<file path="src/rtl/biresidue_pkg.sv">
package biresidue_pkg;

   function automatic int gcd_f(input int a, input int b);
      int x;
      int y;
      int t;
      x = a;
      y = b;
      while (y != 0) begin
         t = x % y;
         x = y;
         y = t;
      end
      return x;
   endfunction

   function automatic int pow2_mod_exp(input int i, input int k);
      return 1 << (i % k);
   endfunction

endpackage

</file>
<file path="src/rtl/residue_fold.sv">
module residue_fold #(
   parameter int IN_W = 12,
   parameter int K    = 3
) (
   input  logic [IN_W-1:0] din,
   output logic [K-1:0]    res
);
   localparam int NCH   = (IN_W + K - 1) / K;
   localparam int PAD_W = NCH * K;
   localparam int SUM_W = K + $clog2(NCH + 1) + 1;
   localparam int FOLDS = SUM_W;

   logic [PAD_W-1:0] padded;
   logic [SUM_W-1:0] acc;

   always_comb begin
      padded = '0;
      padded[IN_W-1:0] = din;
      acc = '0;
      for (int c = 0; c < NCH; c++) begin
         acc = acc + SUM_W'(padded[c*K +: K]);
      end
      for (int f = 0; f < FOLDS; f++) begin
         acc = SUM_W'(acc[K-1:0]) + (acc >> K);
      end
      res = (acc[K-1:0] == {K{1'b1}}) ? '0 : acc[K-1:0];
   end
endmodule

</file>
<file path="src/rtl/syndrome_unit.sv">
module syndrome_unit #(
   parameter int DATA_W = 12,
   parameter int K      = 3
) (
   input  logic [DATA_W-1:0] word,
   input  logic [K-1:0]      chk,
   output logic [K-1:0]      syn
);
   localparam logic [K-1:0] MODV = {K{1'b1}};

   logic [K-1:0] word_res;
   logic [K-1:0] chk_norm;
   logic [K:0]   diff;

   residue_fold #(.IN_W(DATA_W), .K(K)) u_fold (
      .din (word),
      .res (word_res)
   );

   always_comb begin
      chk_norm = (chk == MODV) ? '0 : chk;
      if (word_res >= chk_norm)
         diff = {1'b0, word_res} - {1'b0, chk_norm};
      else
         diff = {1'b0, word_res} + {1'b0, MODV} - {1'b0, chk_norm};
      syn = diff[K-1:0];
   end
endmodule

</file>
<file path="src/rtl/error_locator.sv">
module error_locator #(
   parameter int DATA_W  = 12,
   parameter int RA_BITS = 3,
   parameter int RB_BITS = 4
) (
   input  logic [RA_BITS-1:0] syn_a,
   input  logic [RB_BITS-1:0] syn_b,
   output logic               hit,
   output logic [DATA_W-1:0]  delta_sub,
   output logic [DATA_W-1:0]  delta_add
);
   import biresidue_pkg::*;

   localparam int MOD_A = (1 << RA_BITS) - 1;
   localparam int MOD_B = (1 << RB_BITS) - 1;

   logic [DATA_W-1:0] match_up;
   logic [DATA_W-1:0] match_dn;

   for (genvar i = 0; i < DATA_W; i++) begin : g_entry
      localparam int UP_A = pow2_mod_exp(i, RA_BITS);
      localparam int UP_B = pow2_mod_exp(i, RB_BITS);
      localparam int DN_A = MOD_A - UP_A;
      localparam int DN_B = MOD_B - UP_B;
      assign match_up[i] = (int'(syn_a) == UP_A) && (int'(syn_b) == UP_B);
      assign match_dn[i] = (int'(syn_a) == DN_A) && (int'(syn_b) == DN_B);
   end

   always_comb begin
      delta_sub = '0;
      delta_add = '0;
      for (int i = 0; i < DATA_W; i++) begin
         if (match_up[i]) delta_sub[i] = 1'b1;
         if (match_dn[i]) delta_add[i] = 1'b1;
      end
      hit = (|match_up) | (|match_dn);
   end
endmodule

</file>
<file path="src/rtl/biresidue_corrector.sv">
module biresidue_corrector #(
   parameter int DATA_W  = 12,
   parameter int RA_BITS = 3,
   parameter int RB_BITS = 4
) (
   input  logic               clk,
   input  logic               rst_n,
   input  logic               in_valid,
   input  logic [DATA_W-1:0]  in_word,
   input  logic [RA_BITS-1:0] in_res_a,
   input  logic [RB_BITS-1:0] in_res_b,
   output logic               out_valid,
   output logic               out_err,
   output logic               out_uncorr,
   output logic [RA_BITS-1:0] out_syn_a,
   output logic [RB_BITS-1:0] out_syn_b,
   output logic [DATA_W-1:0]  out_clean,
   output logic [DATA_W-1:0]  out_fixed
);
   import biresidue_pkg::*;

   localparam int COVER = RA_BITS * RB_BITS;

   if (RA_BITS < 2 || RB_BITS < 2) begin : g_bad_width
      $error("residue widths must be at least 2 bits");
   end
   if (gcd_f(RA_BITS, RB_BITS) != 1) begin : g_bad_gcd
      $error("residue widths must be coprime");
   end
   if (DATA_W > COVER) begin : g_bad_cover
      $error("DATA_W exceeds the range with distinct syndromes");
   end

   logic [RA_BITS-1:0] syn_a;
   logic [RB_BITS-1:0] syn_b;
   logic               hit;
   logic [DATA_W-1:0]  delta_sub;
   logic [DATA_W-1:0]  delta_add;
   logic               err_c;
   logic [DATA_W-1:0]  repaired;
   logic [DATA_W-1:0]  clean_c;
   logic [DATA_W-1:0]  fixed_c;

   syndrome_unit #(.DATA_W(DATA_W), .K(RA_BITS)) u_syn_a (
      .word (in_word),
      .chk  (in_res_a),
      .syn  (syn_a)
   );

   syndrome_unit #(.DATA_W(DATA_W), .K(RB_BITS)) u_syn_b (
      .word (in_word),
      .chk  (in_res_b),
      .syn  (syn_b)
   );

   error_locator #(.DATA_W(DATA_W), .RA_BITS(RA_BITS), .RB_BITS(RB_BITS)) u_loc (
      .syn_a     (syn_a),
      .syn_b     (syn_b),
      .hit       (hit),
      .delta_sub (delta_sub),
      .delta_add (delta_add)
   );

   always_comb begin
      err_c    = (|syn_a) | (|syn_b);
      repaired = in_word - delta_sub + delta_add;
      clean_c  = err_c ? '0 : in_word;
      fixed_c  = !err_c ? '0 : (hit ? repaired : in_word);
   end

   always_ff @(posedge clk or negedge rst_n) begin
      if (!rst_n) begin
         out_valid  <= 1'b0;
         out_err    <= 1'b0;
         out_uncorr <= 1'b0;
         out_syn_a  <= '0;
         out_syn_b  <= '0;
         out_clean  <= '0;
         out_fixed  <= '0;
      end else begin
         out_valid <= in_valid;
         if (in_valid) begin
            out_err    <= err_c;
            out_uncorr <= err_c & ~hit;
            out_syn_a  <= syn_a;
            out_syn_b  <= syn_b;
            out_clean  <= clean_c;
            out_fixed  <= fixed_c;
         end
      end
   end
endmodule

</file>
<file path="config.mk">
export PLATFORM = sky130hd
export DESIGN_NAME = biresidue_corrector
export DESIGN_NICKNAME = d
export VERILOG_FILES = /design/src/rtl/biresidue_pkg.sv /design/src/rtl/residue_fold.sv /design/src/rtl/syndrome_unit.sv /design/src/rtl/error_locator.sv /design/src/rtl/biresidue_corrector.sv
export SDC_FILE = /design/constraint.sdc
export NUM_CORES = 1
export LEC_CHECK = 0
export ABC_AREA = 1
export BUFFER_PORTS_ARGS = -buffer_cell sky130_fd_sc_hd__buf_2
export CORE_ASPECT_RATIO = 1.75
export CORE_MARGIN = 2
export CORE_UTILIZATION = 43
export DETAILED_ROUTE_END_ITERATION = 12
export HOLD_SLACK_MARGIN = 0.15
export PLACE_DENSITY = 0.66
export SYNTH_ARGS = -nofsm -noshare
export SYNTH_HDL_FRONTEND = slang
export SYNTH_SLANG_ARGS = --single-unit
</file>
<file path="constraint.sdc">
create_clock -name clk -period 0.82 [get_ports clk]
set_clock_uncertainty 0.2 [all_clocks]
set_input_delay 0.082 -clock clk [delete_from_list [all_inputs] [get_ports clk]]
set_output_delay 0.082 -clock clk [all_outputs]
set_load 0.1 [all_outputs]
</file>
==> impl_metrics.json <==
{
  "run_status": "complete, but fails checks",
  "violations": "negative hold slack, negative setup slack",
  "fill_cell_total_of_the_finished_layout": 641,
  "final_cell_mix": "buf_4 (158), nand2_1 (154), inv_1 (88)",
  "worst_slew_pin_slew_ps": 449.9,
  "first_iter_violations": 206,
  "drt_wl_total_microns": 17150,
  "vias_per_cell": 5.177,
  "floorplan.io_pins": 56,
  "setup_ws_ps": -8498,
  "synth_compound_gate_area_share_pct": 7.046,
  "area_growth_pct": 81.87,
  "finalHoldViolations": 4,
  "place.detailed.hpwl_microns": 11980,
  "cts.clk_slew.worst_paths_ps": 60,
  "ys_warnings": 0,
  "postSynthRegisterBits": 34,
  "rsz_0062_raised_after_global_routing": "yes",
  "main_combinational_cell_family_by_area_after_synthesis": "simple AND/OR/NAND/NOR gates",
  "cts_max_path_buffers": 2,
  "cts_buffers": 5,
  "end_kind": "flop",
  "synth_simple_gate_area_share_pct": 32.49,
  "cap_viol_max_count": 0,
  "detail_route.wl_per_cell_microns": 16.69,
  "min_period_ps": 9318,
  "port-buffer-count": 55,
  "crit_required_ps": 790,
  "clock.fmax_mhz": 107.3,
  "h-tree-depth": 2,
  "grt_start_max_net_pins": 39,
  "gr-total-overflow": 0,
  "grt_pass1_wl_microns": 25390,
  "synth.lib_cells_used.distinct": 35,
  "rel_slew_slack_pct": 69.90,
  "pre_cts_ws_ps": -9093,
  "finalSetupViolCount": 67,
  "synth.avg_cell_area_sq_um": 7.119,
  "cts_hold_buffers_added": 1,
  "fp.dieH_microns": 142.4,
  "sequential_area_share_after_synthesis_pct": 18.08,
  "synth-adder-area-share_pct": 26.80,
  "timing.hold.ws_ps": -107.3,
  "slew_viol_final": 0,
  "arrival_ps": 9290,
  "fraction_of_synthesized_cell_area_in_xor_and_xnor_cells_pct": 4.573,
  "grt_use_total_pct": 26.82,
  "drt_pass1_iterations": 4,
  "critical_path.max_stage_delay_ps": 570,
  "drt.antenna.violating_nets": 0,
  "n_antenna_cell": 0,
  "core_area_sq_um": 10700,
  "final_layout_size_suffix_gt1_share_pct": 56.46,
  "dieWidth_microns": 83.08,
  "critical_path.startpoint_type": "input port",
  "dr_total_vias": 5322,
  "clock-root-buffer": "clkbuf_16",
  "grt_pass1_vias": 5599,
  "synthCells": 661,
  "initial_cell_density_of_the_core_pct": 43.99,
  "cts_tree": "yes",
  "post-route-period-util_pct": 1136,
  "die_area_sq_um": 11830,
  "nets": 1003,
  "worstHoldPathType": "in -> reg",
  "number_of_clock_sinks": 34,
  "detail_route.drc_violations": 0,
  "critical-path-slowest-cell": "fa_2",
  "path_class": "in -> reg",
  "clkLatencyLatePin_ps": 280,
  "syn-cell-area_sq_um": 4706,
  "cp_common_cell": "ha_4",
  "mux_cell_area_share_after_synthesis_pct": 0,
  "highest_fanout_seen_on_the_critical_path": 6,
  "num_rows": 50,
  "number_of_antenna_violations_at_the_first_check_in_global_routing": 0,
  "mostFrequentLayoutCell": "buf_4",
  "synth_nets": 767,
  "finalWeightedCongestion": 0.9037
}
[synth_stat cells, drive strengths merged]
cell     number  area share (%)
a211oi        1            0.16
a21o          1            0.16
a21oi        16             2.2
a31oi         3            0.40
and3          1            0.13
buf           6             1.0
clkbuf        4            0.32
dfrtp        34              18
fa           28              12
ha           56              15
inv         121             9.7
nand2       200              17
nand3        74             8.1
nand3b        3            0.48
nand4         6            0.80
nor2         50             5.1
nor3          4            0.43
o2111ai       1            0.19
o21ai        14             1.7
o21bai        2            0.32
o31ai        12             1.9
or2           2            0.27
xnor2         7             1.3
xor2         15             3.3
[per-stage QoR]
stage	hold WS, ps	utilization, %	instance area [sq um]	TNS (ps)	cells
after floorplan	-413.6	-	5213	-233190	661
after global placement	-143.4	66.49	7113	-251000	966
after global routing	-77.35	80.00	8558	-267480	1028
after detailed placement	-141.3	66.49	7113	-263190	966
after CTS	-107.5	74.32	7950	-250700	1002
final	-107.3	80.00	8558	-256060	1028
[cells by family after synthesis]
group                      count (synthesis)
and+or+nand+nor                          340
buffers and inverters                    131
adders and majority gates                 84
AOI/OAI and AO/OA                         50
DFF                                       34
xor gates and xnor gates                  22
[sequential cells by signal (all words and copies together) (netlist names)]
signal and flops:
out_clean 12, out_fixed 12, out_syn_a 3, out_err 1
out_valid 1, out_syn_b 4, out_uncorr 1
[worst max-delay path, delay by kind of cell]
| kind | cells | cell delay [ps] |
|---|---|---|
| buffers and inverters | 17 | 1500 |
| AO/OA/AOI/OAI | 5 | 870 |
| XOR/XNOR | 2 | 280 |
| adder cells (fa/ha/maj) | 16 | 4000 |
| AND/OR/NAND/NOR | 28 | 2510 |
[worst paths after layout]
check	start	slack, ps	cells past startpoint	endpoint
min reg2reg	out_fixed[6]$_DFFE_PN0P_	360	2	out_fixed[6]$_DFFE_PN0P_
min	in_valid	-110	2	out_valid$_DFF_PN0_
min in group asynchronous	rst_n	90	3	out_clean[9]$_DFFE_PN0P_
max reg2reg	out_syn_a[1]$_DFFE_PN0P_	-250	3	out_syn_a[1]$_DFFE_PN0P_
max	in_word[5]	-8500	68	out_fixed[8]$_DFFE_PN0P_
max in group asynchronous	rst_n	110	3	out_fixed[1]$_DFFE_PN0P_
[timing repair]
item / 4_1_cts / 5_1_grt
hold endpoints to repair: 60 / 47
endpoints found under the setup margin: 67 / 67
buffers inserted: 27 / 26
gates cloned: 2 / 0
gates resized for setup: 97 / 99
pin swaps: 85 / 84
[per-layer routing]
metal | track usage (%) | wire length (microns) | vias up
met5 | 0 | 0 | -
met4 | 18.81 | 1327 | 0
met3 | 2.842 | 496 | 91
met2 | 55.65 | 9832 | 163
met1 | 22.77 | 5496 | 2514
li1 | - | - | 2554
[area by class of cell]
type	count	area (sq um)	area share [%]
Multi-Input combinational cell	496	4457	52.08
Timing Repair Buffer	239	2338	27.32
Sequential cell	34	978.4	11.43
Inverter	121	474.2	5.541
Tap cell	130	162.7	1.901
Clock buffer	7	142.6	1.667
Clock inverter	1	5.005	0.05848
Power is not shown: default switching activity piles up to over one toggle a cycle in this logic, so the estimate is an artifact.
